==> src/rtl/regl_stack_pkg.sv <==
package regl_stack_pkg;
  typedef enum logic [1:0] {
    ST_IDLE = 2'd0,
    ST_XFER = 2'd1,
    ST_DONE = 2'd2
  } seq_state_e;
endpackage

==> src/rtl/regl_pick.sv <==
// Picks the next register from the remaining mask: lowest index, or highest when high_first_i.
module regl_pick #(
  parameter int NREG  = 8,
  parameter int IDX_W = $clog2(NREG)
) (
  input  logic [NREG-1:0]  mask_i,
  input  logic             high_first_i,
  output logic [IDX_W-1:0] idx_o,
  output logic             any_o
);
  always_comb begin
    idx_o = '0;
    any_o = |mask_i;
    if (high_first_i) begin
      for (int i = 0; i < NREG; i++)
        if (mask_i[i]) idx_o = IDX_W'(i);
    end else begin
      for (int i = NREG - 1; i >= 0; i--)
        if (mask_i[i]) idx_o = IDX_W'(i);
    end
  end
endmodule

==> src/rtl/regl_addr.sv <==
// Byte address for the current phase and the pointer after the current word.
module regl_addr #(
  parameter int ADDR_W = 16
) (
  input  logic [ADDR_W-1:0] sp_i,
  input  logic              pop_i,
  input  logic              phase_i,
  output logic [ADDR_W-1:0] addr_o,
  output logic [ADDR_W-1:0] sp_next_o
);
  localparam logic [ADDR_W-1:0] WordBytes = ADDR_W'(2);

  logic [ADDR_W-1:0] base;

  always_comb begin
    base      = pop_i ? sp_i : sp_i - WordBytes;  // store pre-decrements
    addr_o    = base + ADDR_W'(phase_i);
    sp_next_o = pop_i ? sp_i + WordBytes : sp_i - WordBytes;
  end
endmodule

==> src/rtl/regl_stack_seq.sv <==
module regl_stack_seq
  import regl_stack_pkg::*;
#(
  parameter int NREG   = 8,
  parameter int BYTE_W = 8,
  parameter int ADDR_W = 16
) (
  input  logic                  clk_i,
  input  logic                  rst_ni,
  input  logic                  start_i,
  input  logic                  pop_i,
  input  logic [NREG-1:0]       mask_i,
  input  logic [ADDR_W-1:0]     sp_i,
  output logic                  mem_req_o,
  output logic                  mem_we_o,
  output logic [ADDR_W-1:0]     mem_addr_o,
  output logic [BYTE_W-1:0]     mem_wdata_o,
  input  logic [BYTE_W-1:0]     mem_rdata_i,
  output logic [$clog2(NREG)-1:0] rf_raddr_o,
  input  logic [2*BYTE_W-1:0]   rf_rdata_i,
  output logic                  rf_we_o,
  output logic [$clog2(NREG)-1:0] rf_waddr_o,
  output logic [2*BYTE_W-1:0]   rf_wdata_o,
  output logic                  busy_o,
  output logic                  done_o,
  output logic [ADDR_W-1:0]     sp_o
);
  localparam int IDX_W  = $clog2(NREG);
  localparam int WORD_W = 2 * BYTE_W;

  seq_state_e        state_q;
  logic              pop_q;
  logic [NREG-1:0]   mask_q;
  logic [ADDR_W-1:0] sp_q;
  logic              phase_q;
  logic [BYTE_W-1:0] lo_q;

  logic [IDX_W-1:0]  cur_idx;
  logic              cur_any;
  logic [ADDR_W-1:0] addr;
  logic [ADDR_W-1:0] sp_next;
  logic [NREG-1:0]   mask_rest;
  logic              xfer;

  regl_pick #(.NREG(NREG), .IDX_W(IDX_W)) u_pick (
    .mask_i       (mask_q),
    .high_first_i (~pop_q),
    .idx_o        (cur_idx),
    .any_o        (cur_any)
  );

  regl_addr #(.ADDR_W(ADDR_W)) u_addr (
    .sp_i      (sp_q),
    .pop_i     (pop_q),
    .phase_i   (phase_q),
    .addr_o    (addr),
    .sp_next_o (sp_next)
  );

  assign xfer      = (state_q == ST_XFER);
  assign mask_rest = mask_q & ~(NREG'(1) << cur_idx);

  always_ff @(posedge clk_i or negedge rst_ni) begin
    if (!rst_ni) begin
      state_q <= ST_IDLE;
      pop_q   <= 1'b0;
      mask_q  <= '0;
      sp_q    <= '0;
      phase_q <= 1'b0;
      lo_q    <= '0;
    end else begin
      unique case (state_q)
        ST_IDLE: if (start_i) begin
          pop_q   <= pop_i;
          mask_q  <= mask_i;
          sp_q    <= sp_i;
          phase_q <= 1'b0;
          state_q <= (mask_i == '0) ? ST_DONE : ST_XFER;
        end
        ST_XFER: begin
          if (!phase_q) begin
            phase_q <= 1'b1;
            if (pop_q) lo_q <= mem_rdata_i;
          end else begin
            phase_q <= 1'b0;
            sp_q    <= sp_next;
            mask_q  <= mask_rest;
            if (mask_rest == '0) state_q <= ST_DONE;
          end
        end
        ST_DONE: state_q <= ST_IDLE;
        default: state_q <= ST_IDLE;
      endcase
    end
  end

  always_comb begin
    mem_req_o   = xfer && cur_any;
    mem_we_o    = xfer && !pop_q;
    mem_addr_o  = addr;
    mem_wdata_o = phase_q ? rf_rdata_i[WORD_W-1:BYTE_W] : rf_rdata_i[BYTE_W-1:0];
    rf_raddr_o  = cur_idx;
    rf_we_o     = xfer && pop_q && phase_q;
    rf_waddr_o  = cur_idx;
    rf_wdata_o  = {mem_rdata_i, lo_q};
    busy_o      = (state_q != ST_IDLE);
    done_o      = (state_q == ST_DONE);
    sp_o        = sp_q;
  end

  AST_DONE_PULSE: assert property (@(posedge clk_i) disable iff (!rst_ni)
    done_o |=> !done_o);

  AST_ADDR_PAIR: assert property (@(posedge clk_i) disable iff (!rst_ni)
    (mem_req_o && phase_q) |-> (mem_addr_o == $past(mem_addr_o) + ADDR_W'(1)));

  AST_LOAD_STEP: assert property (@(posedge clk_i) disable iff (!rst_ni)
    (rf_we_o) |=> (sp_o == $past(sp_o) + ADDR_W'(2)));

  AST_STORE_STEP: assert property (@(posedge clk_i) disable iff (!rst_ni)
    (mem_req_o && mem_we_o && phase_q) |=> (sp_o == $past(sp_o) - ADDR_W'(2)));

  AST_EMPTY_MASK: assert property (@(posedge clk_i) disable iff (!rst_ni)
    (!busy_o && start_i && mask_i == '0) |=> (done_o && !mem_req_o && sp_o == $past(sp_i)));

  AST_START_IGNORED: assert property (@(posedge clk_i) disable iff (!rst_ni)
    (busy_o && start_i) |=> $stable(pop_q));

  AST_IDLE_QUIET: assert property (@(posedge clk_i) disable iff (!rst_ni)
    !busy_o |-> (!mem_req_o && !rf_we_o));
endmodule

==> config.mk <==
export PLATFORM = sky130hd
export DESIGN_NAME = regl_stack_seq
export DESIGN_NICKNAME = d
export VERILOG_FILES = /design/src/rtl/regl_stack_pkg.sv /design/src/rtl/regl_pick.sv /design/src/rtl/regl_addr.sv /design/src/rtl/regl_stack_seq.sv
export SDC_FILE = /design/constraint.sdc
export NUM_CORES = 1
export LEC_CHECK = 0
export BUFFER_PORTS_ARGS = -buffer_cell sky130_fd_sc_hd__buf_4
export CAP_MARGIN = 0
export CORE_MARGIN = 3
export CORE_UTILIZATION = 55
export CTS_BUF_LIST = sky130_fd_sc_hd__clkbuf_4 sky130_fd_sc_hd__clkbuf_8
export DETAILED_ROUTE_END_ITERATION = 10
export GPL_ROUTABILITY_DRIVEN = 0
export GPL_TIMING_DRIVEN = 1
export MAX_ROUTING_LAYER = met4
export PLACE_DENSITY = 0.95
export SYNTH_ARGS = -nofsm -noshare
export SYNTH_HDL_FRONTEND = slang
export SYNTH_SLANG_ARGS = --single-unit
==> constraint.sdc <==
create_clock -name clk_i -period 4.8 [get_ports clk_i]
set_input_delay 0.72 -clock clk_i [delete_from_list [all_inputs] [get_ports clk_i]]
set_output_delay 0.72 -clock clk_i [all_outputs]
set_load 0.02 [all_outputs]
-- Word level (Yosys, flattened, before mapping)
Index checks and enable logic that the tools add are counted.
Widths: inputs -> output; s select.
- muxes and demuxes: 33
- div/mod/pow operators: 0
- multipliers: 0
- equality and inequality tests: 5
- order comparisons: 0
- shift-type cells: 1
- reduce and logical (&&, ||, !) cells: 16
- bitwise gates (word level): 3
- add/subtract/negate cells: 3
- operators with widths (operator ; number):
    $mux 16 ; 4
    $mux 3 ; 13
    $pmux 16 s2 ; 1
    $mux 8 ; 3
    $add 16x1->16 ; 1
    $add 16x2->16 const B ; 1
    $logic_not 8->1 ; 2
    $pmux 8 s2 ; 1
    $sub 16x2->16 const B ; 1
    $mux 2 ; 6
    $reduce_and 3->1 ; 3
    $and 8x8->8 ; 1
    $not 8->8 ; 1
    $reduce_or 8->1 ; 1
    $shl 1x3->8 const A ; 1
    $logic_and 1x1->1 ; 4
    $ne 2x2->1 const B ; 2
    $pmux 2 s2 ; 1
    $reduce_and 2->1 ; 2
    $reduce_bool 2->1 ; 2
    $mux 1 ; 3
    $eq 2x1->1 const B ; 1
    $eq 2x2->1 const B ; 1
    $logic_not 2->1 ; 1
    other kinds (4) ; 4
- input bits: 52
- RAM bits: 0
- latch bits: 0
- register bits after elaboration: 36
- output and inout port bits: 67
- memory bits (read-only): 0
- memories: 0

-- Depth between registers and ports, before layout
Gate-level depths: netlist of the first run.
- word-level depth: 16
- mapped depth: 10
- depth with buffers taken out: 9

-- By module
A second synthesis of the first run with hierarchy kept.
- cell total of the unflattened synthesis: 385
- area total of the unflattened synthesis: 3219.3 µm²
- by module, submodules not included (module ; times used ; cells an instance ; sequential area each (µm²) ; area each (µm²)):
    regl_stack_seq ; 1 ; 200 ; 900.9 ; 1970.6
    regl_addr ; 1 ; 163 ; 0.0 ; 1118.6
    regl_pick ; 1 ; 22 ; 0.0 ; 130.1

-- Worst setup path after synthesis of the first run
OpenSTA, ideal clock, no wires.
- kind: reg2out
- from: reg sp_q[1] (netlist: sp_o[1])
- to: out mem_addr_o[9]
- required time: 4.080 ns
- arrival time: 2.712 ns
- cell stages (with the launch flop): 8
- slack: 1.368 ns
- cells stage by stage: dfrtp_1 -> inv_1 -> ha_1 -> mux2_2 -> or4b_1 -> nor4b_2 -> o21ai_0 -> xnor2_1
- word-level cells in the longest chain between the ends: 3
- ends and longest elaborated chain (item ; RTL line ; text):
    start: declaration ; regl_stack_seq.sv:34 ; logic [ADDR_W-1:0] sp_q;
    start signal: assignment ; regl_stack_seq.sv:76 ; sp_q <= sp_i;
    start signal: assignment ; regl_stack_seq.sv:86 ; sp_q <= sp_next;
    $sub 16x2->16 ; regl_addr.sv:16 ; base = pop_i ? sp_i : sp_i - WordBytes;
    $mux 16 * ; regl_addr.sv:16 ;
    $add 16x1->16 * ; regl_addr.sv:17 ; addr_o = base + ADDR_W'(phase_i);
    end: declaration ; regl_stack_seq.sv:16 ; output logic [ADDR_W-1:0] mem_addr_o,
Mark *: on every way between the ends. The rest lies on a longest branch, timed or not.

-- Final worst setup path of the first run
- from: reg sp_q[1] (netlist: sp_o[1])
- to: out mem_addr_o[15]
Same word-level chain as after synthesis.

==> results of run 1 <==
[stage by stage]
stage,instances,utilization (%)
after CTS,533,75.6
final,533,75.6
after global placement,525,73.5
after floorplan,373,-
after detailed placement,525,73.5
after global routing,533,75.6
[registers in the layout, indices dropped and copies added, names as in the netlist]
signal / count
sp_o: 16
state_q: 2
pop_q: 1
phase_q: 1
mask_q: 8
lo_q: 8
[cells in the mapped netlist (all sizes together)]
| cell type | number |
|---|---|
| a211o | 1 |
| a211oi | 6 |
| a21o | 2 |
| a21oi | 23 |
| a22o | 6 |
| a2bb2oi | 1 |
| a311oi | 1 |
| a31oi | 6 |
| a32oi | 2 |
| and2 | 2 |
| and3 | 6 |
| and4 | 3 |
| buf | 20 |
| clkbuf | 18 |
| dfrtp | 36 |
| ha | 6 |
| inv | 13 |
| mux2 | 18 |
| mux2i | 3 |
| nand2 | 29 |
| nand2b | 6 |
| nand3 | 12 |
| nand3b | 1 |
| nand4 | 4 |
| nor2 | 28 |
| nor2b | 4 |
| nor3 | 13 |
| nor3b | 4 |
| nor4 | 5 |
| nor4b | 4 |
| o2111a | 1 |
| o211ai | 1 |
| o21ai | 34 |
| o221a | 1 |
| o22ai | 8 |
| o2bb2ai | 2 |
| o31a | 1 |
| o31ai | 3 |
| or2 | 3 |
| or3 | 7 |
| or4 | 1 |
| or4b | 1 |
| xnor2 | 15 |
| xor2 | 12 |
[critical path, stage by stage (launching register included)]
cell and delay, ns:
dfrtp_1 0.48, inv_1 0.17, ha_1 0.26, nor3b_2 0.30, nand4_1 0.21, xnor2_1 0.34
nand2_2 0.11, or3_4 0.41, nor4_4 0.24, xnor2_1 0.15, buf_4 0.17
[where the power goes]
group | internal [uW] | leakage, uW | switching, uW
clock | 154 | 0.0000541 | 120
sequential | 442 | 0.000436 | 305
combinational | 878 | 0.00126 | 1190
[layer usage]
layer | wire length [um] | part of all wire [%]
met1 | 3590 | 38
met2 | 4890 | 52
met3 | 876 | 9.2
met4 | 120 | 1.3
met5 | 0 | 0
[cell families (layout without fill, tap and decap cells)]
logic type | after synthesis | count (layout) | share of synthesized area, %
AOI/OAI and AO/OA | 99 | 99 | 20.1
xor gates and xnor gates | 27 | 27 | 7.91
adders and majority gates | 6 | 6 | 2.43
buffers and inverters | 51 | 141 | 8.07
DFF | 36 | 36 | 29.2
muxes | 21 | 21 | 7.54
and+or+nand+nor | 133 | 133 | 24.8
[layout make-up]
cell class | instances | area (sq um)
multi-input combinational | 286 | 1940
tap | 70 | 87.6
fill | 393 | 1280
clock buffer | 5 | 68.8
sequential | 36 | 901
clock inverter | 3 | 42.5
inverter | 13 | 48.8
timing repair buffer | 120 | 901
[worst min path at each step]
stage                     slack, ns                    to           startpoint  cells after the start
final                          0.37   sp_o[8]$_DFFE_PN0P_               rst_ni                      1
after global routing           0.40  sp_o[10]$_DFFE_PN0P_               rst_ni                      1
after CTS                      0.39  sp_o[10]$_DFFE_PN0P_               rst_ni                      1
after detailed placement       0.50   lo_q[7]$_DFFE_PN0P_  lo_q[7]$_DFFE_PN0P_                      1
after global placement         0.49   lo_q[7]$_DFFE_PN0P_  lo_q[7]$_DFFE_PN0P_                      1
after floorplan                0.42   lo_q[0]$_DFFE_PN0P_               rst_ni                      0
==> key figures, run 1 <==
Clock tree
  – Total CTS buffers: 5
  – Post-cts hold buffer count: 0
  – Post_cts resized: 0
  – Setup bufs post-CTS: 0
  – Clk buf depth: 2
  – Clk sinks: 36
  – Clock Pin Slew Worst Setup and Hold Paths: 0.08 ns
  – H-Tree Depth: 2
  – CTS tree: yes
  – Clock Latency Late Sink: 0.30 ns
  – Root Buffer: clkbuf_8

Die
  – FP Rows: 26
  – Core area: 5270 sq um
  – Height of the die: 80.9 um
  – Starting Density: 58.5%
  – IO Pins: 119
  – Die width: 80.9 um
  – Die area: 6540 sq um

STA
  – Worst-Margin Slew: 1.20 ns
  – Final min period: 3.87 ns
  – Final Hold Vio Count: 0
  – Relative slew slack: 19.5%
  – Final Cycle Share: 80.6%
  – Final Setup Violations: 0
  – RSZ-0062 raised after global routing: no
  – Worst hold slack: 0.374 ns
  – FMAX: 259 MHz
  – Sum Neg Setup Slack: 0 ns
  – Clock skew: 0.00663 ns
  – Final slew viol count: 0
  – Final WS setup: 0.933 ns

Setup path
  – Internal reg-to-reg setup slack: 1.74 ns
  – Setup crit end: mem_addr_o[15]
  – Critical Path Sink Type: primary output
  – Worst Path Max Fanout: 7
  – Reg2Reg Depth: 3
  – Required time of the critical path: 4.08 ns
  – Reg-to-reg startpoint: state_q[0]$_DFFE_PN0P_
  – CP Class: reg2out
  – CP arrival: 3.15 ns
  – Worst setup path start: sp_o[1]$_DFFE_PN0P_
  – Startpoint types: flop
  – FF-to-FF End: lo_q[6]$_DFFE_PN0P_

Pwr
  – Overall Power: 3090 uW
  – Leakage: 0.00175 uW
  – Max rail drop VDD: 0.435 mV
  – Power Density: 776 nW/um^2

Drt
  – Vias/cell: 6.14
  – Final WL: 9470 um
  – Routed Antenna Nets: 0
  – Wire length per cell: 17.8 um
  – DR iter-0 viols: 253
  – Residual DRC: 0
  – DRT Pass-1 Iters: 5
  – Vias: 3270

Global route
  – GR Util met1: 35.8%
  – Top Usage Layer GRT: met2
  – Largest net degree at the start of global routing: 37
  – Met3 GRT Util: 4.55%
  – Vias in the first global route: 3009
  – GRT met2 Usage: 51.6%
  – GRT overflow: 0
  – Overall routing resource usage: 29.8%
  – First-pass GRT wire length: 14900 um
  – Initial antenna violation count: 0

Logic synthesis
  – Synth unique cells: 58
  – Sequential element share of the synthesized area: 29.2%
  – Mapped Nets: 431
  – FF+latch count, synth: 36
  – Share of the synthesized area in the top cell type: 29.2%
  – YS warnings: 0
  – Synth Instances: 373
  – Avg Cell Area, Syn: 8.27 sq um
  – Largest cells by area after synthesis: dfrtp_1 29%, mux2_2 6.6%, o21ai_0 5.4%
  – Area leader, netlist: dfrtp_1
  – Cell Area, Synth: 3090 sq um

Layout
  – Layout cell share with drive strength beyond 1: 35.2%
  – Final Instance Area: 3990 sq um
  – Area growth, synth to finish: 29.2%
  – Commonest non-fill, non-tap cells in the layout: 120 x buf_4, 36 x dfrtp_1, 33 x o21ai_0
  – Commonest non-fill, non-tap cell in the layout: buf_4
  – Layout Nets: 520
  – Antenna cells: 0

Hold path
  – Hold WC Path Type: in2async

Placement
  – HPWL Detailed: 6990 um
  – Placed cell area: 3870 sq um
  – IO buf count: 118
  – DP Worst Slack: 1.31 ns

Outcome
  – Outcome: completed

Job
  – Max cap viols: 0
Note: power is estimated with default switching activity, not from simulation.
==> inputs of run 2 (changes only) <==
- CORE_UTILIZATION: 55 -> 46
- PLACE_DENSITY: 0.95 -> 0.91
- clock period: 4.8 -> 3.4 ns (I/O delays scaled with it)
==> run 2 against run 1 <==
Compared with the run above:
- via count increased by 2.2%
- sequential power increased by 31%
- largest cell class unchanged
- count of clock-buffer cells in the layout unchanged
==> key figures, run 2 (synthesis results as in run 1) <==
Die
  – Die area: 7730 sq um
  – Starting Density: 48.0%
  – Height of the die: 87.9 um
  – Core area: 6420 sq um
  – Die width: 87.9 um
  – FP Rows: 29
  – IO Pins: 119

Setup path
  – Internal reg-to-reg setup slack: 0.87 ns
  – Worst setup path start: sp_o[2]$_DFFE_PN0P_
  – Reg2Reg Depth: 8
  – Critical Path Sink Type: primary output
  – CP arrival: 2.81 ns
  – Startpoint types: flop
  – Setup crit end: mem_addr_o[9]
  – CP Class: reg2out
  – Worst Path Max Fanout: 6
  – Required time of the critical path: 2.89 ns
  – Reg-to-reg startpoint: pop_q$_DFFE_PN0P_
  – FF-to-FF End: state_q[0]$_DFFE_PN0P_

Clock tree
  – Total CTS buffers: 5
  – Clk buf depth: 2
  – Clock Latency Late Sink: 0.29 ns
  – Clock Pin Slew Worst Setup and Hold Paths: 0.08 ns
  – H-Tree Depth: 2
  – Post-cts hold buffer count: 0
  – Clk sinks: 36
  – Root Buffer: clkbuf_8
  – CTS tree: yes

Layout
  – Register Area: 903 sq um
  – Layout cell share with drive strength beyond 1: 39.6%
  – Commonest non-fill, non-tap cells in the layout: 134 x buf_4, 34 x dfrtp_1, 33 x o21ai_0
  – Final Instance Area: 4200 sq um
  – Commonest non-fill, non-tap cell in the layout: buf_4
  – Layout Nets: 534
  – Area growth, synth to finish: 36.1%
  – Non-filler instance count after layout: 554
  – Antenna cells: 0
  – Fillers: 528
  – Multi-input logic area: 2030 sq um
  – Largest register FFs: 16

STA
  – Final Cycle Share: 97.5%
  – RSZ-0062 raised after global routing: yes
  – Final Setup Violations: 0
  – Final slew viol count: 0
  – Clock skew: 0.00594 ns
  – FMAX: 302 MHz
  – Relative slew slack: 53.4%
  – Final min period: 3.32 ns
  – Final Hold Vio Count: 0
  – Sum Neg Setup Slack: 0 ns
  – Worst-Margin Slew: 0.700 ns

Drt
  – Final WL: 9850 um
  – Wire length per cell: 17.8 um
  – Residual DRC: 0
  – Vias: 3343
  – Routed Antenna Nets: 0
  – DRT Pass-1 Iters: 5
  – Vias/cell: 6.03
  – DR iter-0 viols: 269

Placement
  – Dpl cells: 540
  – Placed cell area: 3940 sq um
  – IO buf count: 118
  – HPWL Detailed: 7140 um

Global route
  – GRT overflow: 0
  – Initial antenna violation count: 0
  – Largest net degree at the start of global routing: 37
  – First-pass GRT wire length: 15100 um
  – Overall routing resource usage: 25.4%
  – Vias in the first global route: 3127

Pwr
  – Overall Power: 4580 uW
  – Max rail drop VDD: 0.651 mV
  – Leakage: 0.00186 uW
  – Power Density: 1090 nW/um^2

Hold path
  – Hold WC Path Type: in2async

Job
  – Max cap viols: 0

Outcome
  – Outcome: completed
-- run 2: cell count changes in the layout (fill, tap and decap cells not counted), moves of 2 or more --
cell     change
dfrtp_2      +2
dfrtp_1      -2
xnor2_1      -2
buf_4       +14
xnor2_2      +2
nor3_4       +2
nor4b_4      +2
-- run 2: power by group --
part	leakage, uW	switching [uW]	internal (uW)
Sequential	0.000434	347	628
Clock	0.0000541	168	217
Combinational	0.00137	1850	1370
-- run 2: worst min path at each step --
stage | startpoint | end | depth (start not counted)
final | rst_ni | sp_o[7]$_DFFE_PN0P_ | 1
after global routing | rst_ni | mask_q[1]$_DFFE_PN0P_ | 1
after CTS | rst_ni | sp_o[7]$_DFFE_PN0P_ | 1
after detailed placement | lo_q[7]$_DFFE_PN0P_ | lo_q[7]$_DFFE_PN0P_ | 1
after global placement | lo_q[4]$_DFFE_PN0P_ | lo_q[4]$_DFFE_PN0P_ | 1
after floorplan | rst_ni | lo_q[0]$_DFFE_PN0P_ | 0
-- run 2: cell type report --
cell class / count / share of cell area, %
Inverter: 13 / 1.16
Clock inverter: 3 / 1.01
Timing Repair Buffer: 134 / 23.9
Tap cell: 77 / 2.29
Multi-Input combinational cell: 286 / 48.4
Sequential cell: 36 / 21.5
Clock buffer: 5 / 1.64
-- run 2: layer usage --
layer,part of all wire (%),GRT usage (%),wire [um]
met1,40,31.8,3950
met3,8.4,4.70,829
met5,0,-,0
met2,50,42.3,4940
met4,1.4,6.42,133
-- run 2: timing repair --
item | 4_1_cts | 5_1_grt
endpoints found under the setup margin | 3 | 8
gates resized for setup | 7 | 13
setup buffers | 0 | 6
pin swaps | 1 | 4
-- run 2: worst max-delay path, stage by stage, from the launching register on --
cell	delay (ns)
dfrtp_1	0.38
inv_1	0.12
ha_4	0.19
nand2b_1	0.12
xor2_1	0.19
or4b_4	0.58
nor4b_4	0.35
o21ai_0	0.18
xnor2_1	0.22
buf_4	0.18
-- run 2: metrics by stage --
stage | hold WS [ns] | util, % | setup slack [ns]
2_1_floorplan | 0.214 | - | 0.178
3_3_place_gp | 0.493 | 61.4 | 0.407
3_5_place_dp | 0.503 | 61.4 | 0.224
4_1_cts | 0.187 | 63.6 | 0.00348
5_1_grt | 0.213 | 65.4 | -0.0265
6_report | 0.170 | 65.4 | 0.0836
